--- config.mk ---
export PLATFORM = sky130hd
export DESIGN_NAME = wdg_keyed_timer
export DESIGN_NICKNAME = d
export VERILOG_FILES = /design/src/rtl/wdg_pkg.sv /design/src/rtl/wdg_post_slot.sv /design/src/rtl/wdg_key_fsm.sv /design/src/rtl/wdg_prescaler.sv /design/src/rtl/wdg_counter.sv /design/src/rtl/wdg_keyed_timer.sv
export SDC_FILE = /design/constraint.sdc
export NUM_CORES = 1
export LEC_CHECK = 0
export BUFFER_PORTS_ARGS = -buffer_cell sky130_fd_sc_hd__buf_4
export CAP_MARGIN = 15
export CORE_UTILIZATION = 45
export DETAILED_ROUTE_END_ITERATION = 12
export GPL_TIMING_DRIVEN = 1
export HOLD_SLACK_MARGIN = 0.06
export SLEW_MARGIN = 20
export SYNTH_ARGS = -nofsm -noshare
export SYNTH_HDL_FRONTEND = slang
export SYNTH_SLANG_ARGS = --single-unit
--- constraint.sdc ---
create_clock -name clk -period 4.8 [get_ports clk]
set_input_delay 0.48 -clock clk [delete_from_list [all_inputs] [get_ports clk]]
set_output_delay 0.48 -clock clk [all_outputs]
set_load 0.02 [all_outputs]
--- src/rtl/wdg_pkg.sv ---
package wdg_pkg;

    typedef enum logic [2:0] {
        A_REV   = 3'd0,
        A_CTRL  = 3'd1,
        A_LOAD  = 3'd2,
        A_TRIG  = 3'd3,
        A_KEY   = 3'd4,
        A_PEND  = 3'd5,
        A_COUNT = 3'd6
    } reg_addr_t;

    typedef enum logic [1:0] {
        KS_STOPPED,
        KS_START_ARMED,
        KS_RUNNING,
        KS_STOP_ARMED
    } key_state_t;

    localparam logic [31:0] KEY_START_A = 32'h0000_BBBB;
    localparam logic [31:0] KEY_START_B = 32'h0000_4444;
    localparam logic [31:0] KEY_STOP_A  = 32'h0000_AAAA;
    localparam logic [31:0] KEY_STOP_B  = 32'h0000_5555;

    localparam int N_SLOTS = 4;
    localparam int SL_CTRL = 0;
    localparam int SL_LOAD = 1;
    localparam int SL_TRIG = 2;
    localparam int SL_KEY  = 3;

    localparam int PRE_W = 3;
    localparam logic [31:0] CTRL_MASK = 32'h0000_003C;

    function automatic logic [2:0] slot_addr(input int idx);
        case (idx)
            SL_CTRL: slot_addr = A_CTRL;
            SL_LOAD: slot_addr = A_LOAD;
            SL_TRIG: slot_addr = A_TRIG;
            default: slot_addr = A_KEY;
        endcase
    endfunction

endpackage

--- src/rtl/wdg_post_slot.sv ---
module wdg_post_slot #(
    parameter int DW         = 32,
    parameter int SYNC_TICKS = 2
) (
    input  logic          clk,
    input  logic          rst_n,
    input  logic          tick,
    input  logic          wr_req,
    input  logic [DW-1:0] wr_data,
    output logic          pending,
    output logic          commit,
    output logic [DW-1:0] held
);
    localparam int CW = $clog2(SYNC_TICKS + 1);
    localparam logic [CW-1:0] LAST = CW'(SYNC_TICKS - 1);

    logic [CW-1:0] tick_cnt;

    assign commit = pending && tick && (tick_cnt == LAST);

    always_ff @(posedge clk or negedge rst_n) begin
        if (!rst_n) begin
            pending  <= 1'b0;
            tick_cnt <= '0;
            held     <= '0;
        end else if (!pending) begin
            if (wr_req) begin
                pending  <= 1'b1;
                held     <= wr_data;
                tick_cnt <= '0;
            end
        end else if (tick) begin
            if (tick_cnt == LAST) begin
                pending  <= 1'b0;
                tick_cnt <= '0;
            end else begin
                tick_cnt <= tick_cnt + 1'b1;
            end
        end
    end
endmodule

--- src/rtl/wdg_key_fsm.sv ---
module wdg_key_fsm
    import wdg_pkg::*;
(
    input  logic        clk,
    input  logic        rst_n,
    input  logic        key_commit,
    input  logic [31:0] key_word,
    output logic        running
);
    key_state_t state_q, state_d;

    always_ff @(posedge clk or negedge rst_n) begin
        if (!rst_n) state_q <= KS_STOPPED;
        else        state_q <= state_d;
    end

    always_comb begin
        state_d = state_q;
        if (key_commit) begin
            unique case (state_q)
                KS_STOPPED:
                    if (key_word == KEY_START_A) state_d = KS_START_ARMED;
                KS_START_ARMED:
                    state_d = (key_word == KEY_START_B) ? KS_RUNNING : KS_STOPPED;
                KS_RUNNING:
                    if (key_word == KEY_STOP_A) state_d = KS_STOP_ARMED;
                KS_STOP_ARMED:
                    state_d = (key_word == KEY_STOP_B) ? KS_STOPPED : KS_RUNNING;
                default:
                    state_d = KS_STOPPED;
            endcase
        end
    end

    always_comb begin
        unique case (state_q)
            KS_RUNNING, KS_STOP_ARMED: running = 1'b1;
            default:                   running = 1'b0;
        endcase
    end
endmodule

--- src/rtl/wdg_prescaler.sv ---
module wdg_prescaler #(
    parameter int PW = 3
) (
    input  logic          clk,
    input  logic          rst_n,
    input  logic          tick,
    input  logic          pre_en,
    input  logic [PW-1:0] pre_val,
    output logic          step
);
    localparam int DIV_W = (1 << PW) - 1;

    logic [DIV_W-1:0] div_cnt;
    logic [DIV_W-1:0] div_mask;

    assign div_mask = DIV_W'((1 << pre_val) - 1);
    assign step     = tick && (!pre_en || (div_cnt == div_mask));

    always_ff @(posedge clk or negedge rst_n) begin
        if (!rst_n) begin
            div_cnt <= '0;
        end else if (!pre_en) begin
            div_cnt <= '0;
        end else if (tick) begin
            if (div_cnt == div_mask) div_cnt <= '0;
            else                     div_cnt <= div_cnt + 1'b1;
        end
    end
endmodule

--- src/rtl/wdg_counter.sv ---
module wdg_counter #(
    parameter int CNT_W     = 32,
    parameter int RST_TICKS = 4
) (
    input  logic             clk,
    input  logic             rst_n,
    input  logic             tick,
    input  logic             step,
    input  logic             running,
    input  logic             reload_req,
    input  logic [CNT_W-1:0] load_val,
    output logic [CNT_W-1:0] count,
    output logic             rst_req
);
    localparam int PW = $clog2(RST_TICKS + 1);

    logic [PW-1:0] pulse_cnt;
    logic          wrap;

    assign wrap    = step && running && (count == '1) && !reload_req;
    assign rst_req = (pulse_cnt != '0);

    always_ff @(posedge clk or negedge rst_n) begin
        if (!rst_n) begin
            count <= '0;
        end else if (reload_req || wrap) begin
            count <= load_val;
        end else if (step && running) begin
            count <= count + 1'b1;
        end
    end

    always_ff @(posedge clk or negedge rst_n) begin
        if (!rst_n) begin
            pulse_cnt <= '0;
        end else if (wrap) begin
            pulse_cnt <= PW'(RST_TICKS);
        end else if (tick && pulse_cnt != '0) begin
            pulse_cnt <= pulse_cnt - 1'b1;
        end
    end
endmodule

--- src/rtl/wdg_keyed_timer.sv ---
module wdg_keyed_timer
    import wdg_pkg::*;
#(
    parameter int          CNT_W      = 32,
    parameter int          RST_TICKS  = 4,
    parameter int          SYNC_TICKS = 2,
    parameter logic [7:0]  REV_CODE   = 8'h31
) (
    input  logic        clk,
    input  logic        rst_n,
    input  logic        slow_tick,
    input  logic [2:0]  bus_addr,
    input  logic        bus_wr,
    input  logic [31:0] bus_wdata,
    output logic [31:0] bus_rdata,
    output logic        wdt_reset_req
);
    logic [N_SLOTS-1:0] slot_pend;
    logic [N_SLOTS-1:0] slot_commit;
    logic [31:0]        slot_held [N_SLOTS];

    for (genvar i = 0; i < N_SLOTS; i++) begin : g_slot
        wdg_post_slot #(.DW(32), .SYNC_TICKS(SYNC_TICKS)) u_slot (
            .clk     (clk),
            .rst_n   (rst_n),
            .tick    (slow_tick),
            .wr_req  (bus_wr && (bus_addr == slot_addr(i))),
            .wr_data (bus_wdata),
            .pending (slot_pend[i]),
            .commit  (slot_commit[i]),
            .held    (slot_held[i])
        );
    end

    logic [31:0]      ctrl_q;
    logic [CNT_W-1:0] load_q;
    logic [31:0]      trig_q;
    logic             trig_reload;
    logic             key_commit;
    logic             running;
    logic             step;
    logic [CNT_W-1:0] count_q;

    assign trig_reload = slot_commit[SL_TRIG] && (slot_held[SL_TRIG] != trig_q);
    assign key_commit  = slot_commit[SL_KEY];

    always_ff @(posedge clk or negedge rst_n) begin
        if (!rst_n) begin
            ctrl_q <= '0;
            load_q <= '0;
            trig_q <= '0;
        end else begin
            if (slot_commit[SL_CTRL]) ctrl_q <= slot_held[SL_CTRL];
            if (slot_commit[SL_LOAD]) load_q <= slot_held[SL_LOAD][CNT_W-1:0];
            if (slot_commit[SL_TRIG]) trig_q <= slot_held[SL_TRIG];
        end
    end

    wdg_key_fsm u_fsm (
        .clk        (clk),
        .rst_n      (rst_n),
        .key_commit (key_commit),
        .key_word   (slot_held[SL_KEY]),
        .running    (running)
    );

    wdg_prescaler #(.PW(PRE_W)) u_pre (
        .clk     (clk),
        .rst_n   (rst_n),
        .tick    (slow_tick),
        .pre_en  (ctrl_q[5]),
        .pre_val (ctrl_q[4:2]),
        .step    (step)
    );

    wdg_counter #(.CNT_W(CNT_W), .RST_TICKS(RST_TICKS)) u_cnt (
        .clk        (clk),
        .rst_n      (rst_n),
        .tick       (slow_tick),
        .step       (step),
        .running    (running),
        .reload_req (trig_reload),
        .load_val   (load_q),
        .count      (count_q),
        .rst_req    (wdt_reset_req)
    );

    logic [31:0] pend_word;
    always_comb begin
        pend_word    = '0;
        pend_word[0] = slot_pend[SL_CTRL];
        pend_word[2] = slot_pend[SL_LOAD];
        pend_word[3] = slot_pend[SL_TRIG];
        pend_word[4] = slot_pend[SL_KEY];
    end

    always_comb begin
        unique case (bus_addr)
            A_REV:   bus_rdata = {24'd0, REV_CODE};
            A_CTRL:  bus_rdata = ctrl_q & CTRL_MASK;
            A_LOAD:  bus_rdata = 32'(load_q);
            A_TRIG:  bus_rdata = trig_q;
            A_KEY:   bus_rdata = '0;
            A_PEND:  bus_rdata = pend_word;
            A_COUNT: bus_rdata = 32'(count_q);
            default: bus_rdata = '0;
        endcase
    end
endmodule

* Word-level counts from Yosys, hierarchy flattened *
Index checks and enable logic that the tools add are counted.

storage, ports and cells
  register bits = 228
  output and inout bits = 33

cells by class
  shifts and indexed selects = 1
  bitwise logic cells = 4
  mux-type cells = 46
  eq/ne operators = 27
  reductions and logical operators = 41
  $add $sub $neg = 8

operators with widths
  operator                                                                 number
  32-bit one-hot mux with 6 select lines                                   1
  32-bit by 15-bit equality test with 1-bit output, second input constant  2
  32-bit by 16-bit equality test with 1-bit output, second input constant  2
  32-bit 2-to-1 mux                                                        2
  2-bit 2-to-1 mux                                                         20
  32-bit by 1-bit adder with 32-bit output, second input constant          1
  32-bit equality test, second input constant                              1
  32-bit != test                                                           1
  7-bit 2-to-1 mux                                                         3
  1-bit logical AND                                                        18
  1-bit 2-to-1 mux                                                         17
  2-bit AND reduction                                                      8
  2-bit nonzero test                                                       6
  2-bit by 1-bit equality test with 1-bit output, second input constant    5
  2-bit != test, second input constant                                     5
  3-bit equality test, second input constant                               3
  2-bit by 1-bit adder with 2-bit output, second input constant            4
  2-bit one-hot mux with 4 select lines                                    1
  7-bit by 1-bit adder with 7-bit output, second input constant            1
  7-bit equality test                                                      1
  1-bit by 3-bit << shifter with 7-bit output, first input constant        1
  7-bit by 2-bit subtractor with 7-bit output, second input constant       1
  3-bit by 2-bit equality test with 1-bit output, second input constant    2
  3-bit 2-to-1 mux                                                         2
  12 further kinds                                                         19

* Longest topological paths before layout *
  word-level depth = 10
  depth in mapped cells = 11

* By module *
From an unflattened synthesis, not the netlist that was laid out.

unflattened totals
  cell total of the unflattened synthesis = 976
  area total of the unflattened synthesis = 12,583.3 um^2

by module, submodules not included
  module           times used  area each (um^2)  cells each
  wdg_post_slot    4           1,477.7           80
  wdg_keyed_timer  1           3,881.2           345
  wdg_counter      1           2,023.2           226
  wdg_prescaler    1           530.5             56
  wdg_key_fsm      1           237.7             29

* Worst setup path before layout *
OpenSTA, ideal clock, no wires.

  path type = register to register
  from = reg u_cnt.count[0]
  to = reg u_cnt.count[6]
  arrival = 2,480 ps
  path slack = 2,199 ps
  cell stages (with the launch flop) = 11
  cell sequence = dfrtp_1 ha_1 nand3_1 nor2_1 nand4_1 or3_1 o21a_1 buf_6 buf_6 mux2_4 o22a_1

on the way
  cells in the longest elaborated chain, start to end = 5

RTL lines
  item                                                                              RTL line           source
  start: declaration                                                                wdg_counter.sv:12  output logic [CNT_W-1:0] count,
  start signal: assignment                                                          wdg_counter.sv:27  count <= load_val;
  start signal: assignment                                                          wdg_counter.sv:29  count <= count + 1'b1;
  branches (longest 5 deep; another with 32-bit by 1-bit adder with 32-bit output)  --

Parallel ways; which one is timed is not known. The select of a mux whose other input is x is not followed.
A chain may end at the register's enable or synchronous reset.

* Worst setup path after layout *
  from = reg g_slot[2].u_slot.held[26]
  to = reg u_cnt.count[20]

on the way
  cells in the longest elaborated chain, start to end = 6

RTL lines
  item                                                            RTL line               source
  start: declaration                                              wdg_post_slot.sv:12    output logic [DW-1:0] held
  start signal: assignment                                        wdg_post_slot.sv:29    held <= wr_data;
  32-bit != test (*)                                              wdg_keyed_timer.sv:44  assign trig_reload = slot_commit[SL_TRIG] && (slot_held[SL_TRIG] != trig_q);
  1-bit logical AND (*)                                           wdg_keyed_timer.sv:44
  1-bit logical NOT                                               wdg_counter.sv:20      assign wrap = step && running && (count == '1) && !reload_req;
  1-bit logical AND                                               wdg_counter.sv:20
  1-bit logical OR (*)                                            wdg_counter.sv:26      end else if (reload_req || wrap) begin
  32-bit 2-to-1 mux / 2-bit nonzero test (equally long branches)  --

Every way passes the cells marked *; elsewhere a longest branch is shown, timed or not.

==> impl_metrics.ini <==
[setup_path]
end_kind = register
crit_path_start_kind = register
reg2reg_slack_ps = 1350
critical_path_buf_inv_count = 1
slowest_stage = o21a_2
ff2ff_path_depth = 8
path_delay_family = compound AO/OA/AOI/OAI gates
cp_data_required_time_ps = 5200
worst_path_largest_cell_delay_ps = 770
crit_arrival_ps = 3840
r2r-end = u_cnt.count[20]
path_cells = xor2_1 -> nor4_1 -> nand4_1 -> o21ai_1 -> o21a_2 -> buf_4 -> mux2_2 -> o22a_1
worstSetupPathType = register to register
reg2reg_from = g_slot[2].u_slot.held[26]
critical_path.endpoint = u_cnt.count[20]
crit_start = g_slot[2].u_slot.held[26]
cp_num_cells = 8
critPathMaxFanout = 32

[yosys]
async_reset_ff_frac = 1.00
synth_edf_count = 0
yosysMostFrequentCell = nand2_1
synth_top_cell_area_share = 0.506
avgSynthCellArea_um2 = 10.0
yosys_most_used_dff = dfrtp_1
yosysSeqAreaShare = 0.506
synth_seq_cells = 224
ys_types = 59
yosysTopAreaCell = dfrtp_1
ys_top_cells_by_area = dfrtp_1 51%, mux2_2 11%, nand2_1 8.1%
yosys_warnings = 0
synthesis.nets = 1146
syn-instance-count = 1103
synth_common_cells = 239 x nand2_1, 224 x dfrtp_1, 108 x mux2_2
netlist_area_um2 = 11100

[grt]
grt_pass1_wl_mm = 45.8
antenna_found_initial = 0
grt_overflow = 0
grt_max_degree = 130
grt_use_total = 0.230
grt_pass1_vias = 7856

[die]
start_util = 0.457
io_pins = 72
dieArea_um2 = 25200
die_x_um = 159
die_y_um = 159
core_area_um2 = 24200
row_count = 57

[drt]
post_drt_via_cell_ratio = 5.52
num_vias = 8212
wl_per_cell_um = 19.3
drc = 0
drt-total-wl_mm = 28.8
dr.first_iter.drc_count = 641
firstDrtPassIters = 5
ant_nets = 0

[timing]
relSlewSlack = 0.341
tightestPinTransition_ps = 989
finalMaxSlewViolations = 0
period_share = 0.718
final-hold-violation-count = 0
setup_tns_ps = 0
timing.fmax_mhz = 290
fin_crit_ps = 3450
rsz0062_at_grt = no
clock_skew_ps = 8.59
setup_viol_count_final = 0

[finish]
n_antenna_cell = 0
nNetsFinal = 1191
area_growth_pct = 14.4
layout-drive-gt1-share = 0.219
design_area_um2 = 12700

[pwr]
intPower_w = 0.00491
p_leak_nw = 5.86
power_frac_clock = 0.252
power_switching_w = 0.00266
swShare = 0.351
power.total_w = 0.00756
irDropWorstVdd_mv = 0.279
p_per_area_nw_per_um2 = 597
pwr-share-seq = 0.468
power_frac_comb = 0.280

[placement]
globalplace.congestion = 0.875
dp_hpwl_mm = 19.9
port_buffers = 71
post_dp_cell_area_um2 = 11900

[clock_network]
hold_buffers = 0
htree_levels = 1
cts_made_buffers = 25
clk_pin_slew_ps = 60
cts.sinks = 224
clock_latency_ps = 510
cts_tree = done
post_cts_resized = 0
ctsRootBufferMaster = clkbuf_16
clockBufferDepth = 3
cts_setup_buffers = 0

[hold_path]
hp-class = input port to asynchronous set/reset pin

[flow_run]
maxCapViolCount = 0

[status]
status = finished clean
-- through the flow --
step,hold slack (ps),worst slack [ps],utilization,cells
CTS,154,1370,0.523,1488
global route,189,1160,0.523,1488
finish,95.1,1350,0.523,1488
detailed placement,448,1380,0.489,1445
floorplan,184,2200,-,1103
global placement,444,1450,0.489,1445
-- sequential cells by signal, summed over array words and instances, names as in the netlist --
signal                  flops
trig_q                     32
u_cnt.count                32
u_fsm.state_q               2
u_pre.div_cnt               7
g_slot.u_slot.held        100
ctrl_q                      4
g_slot.u_slot.tick_cnt      8
g_slot.u_slot.pending       4
load_q                     32
u_cnt.pulse_cnt             3
-- layout by cell type (no fill, tap or decap), types with 25 or more instances in the layout --
cell type / Yosys / layout
dfrtp_1: 224 / 224
xor2_1: 34 / 34
clkbuf_16: 0 / 25
nor2_1: 90 / 87
a21oi_1: 64 / 64
mux2i_1: 41 / 41
buf_4: 0 / 81
nand3_1: 33 / 33
nand2_1: 239 / 239
mux2_2: 108 / 108
-- per-layer routing --
metal,wire (um),global-route usage,part of all wire
met2,12300,0.340,0.43
met5,0,0,0
met3,1440,0.0327,0.050
met1,14500,0.356,0.50
met4,536,0.0538,0.019
-- logic make-up after synthesis --
family	share of synthesized area
AOI/OAI and AO/OA	0.0889
xor gates and xnor gates	0.0277
adders and majority gates	0.00452
buffers and inverters	0.0313
DFF	0.506
muxes	0.164
and+or+nand+nor	0.177
-- worst reg2reg max path: cells and delay by family (launching register included) --
family,cells,cell delay [ps]
compound gates,3,1450
xor+xnor,1,170
buf+inv,1,410
flops,1,400
mux,1,370
simple gates,2,540
-- power groups by stage --
stage	logic [W]	clock network [W]	registers [W]
global placement	0.00209	0	0.00352
finish	0.00211	0.00191	0.00354
floorplan	0.00165	0	0.00324
global route	0.00235	0.00202	0.00366
CTS	0.00213	0.00195	0.00353
detailed placement	0.00212	0	0.00356
-- final cells by class --
class / instances / area (um2)
Sequential cell: 224 / 5610
Timing Repair Buffer: 83 / 643
Inverter: 16 / 60.1
Multi-Input combinational cell: 798 / 5150
Clock inverter: 8 / 115
Clock buffer: 35 / 693
Fill cell: 2212 / 11600
Tap cell: 324 / 405
-- worst min path at each step --
| stage | to | slack [ps] |
|---|---|---|
| floorplan | ctrl_q[2] | 180 |
| finish | u_cnt.count[28] | 100 |
| global route | u_cnt.count[28] | 190 |
| global placement | load_q[3] | 440 |
| detailed placement | load_q[20] | 450 |
| CTS | u_cnt.count[11] | 150 |
(Power assumes the default switching activity.)
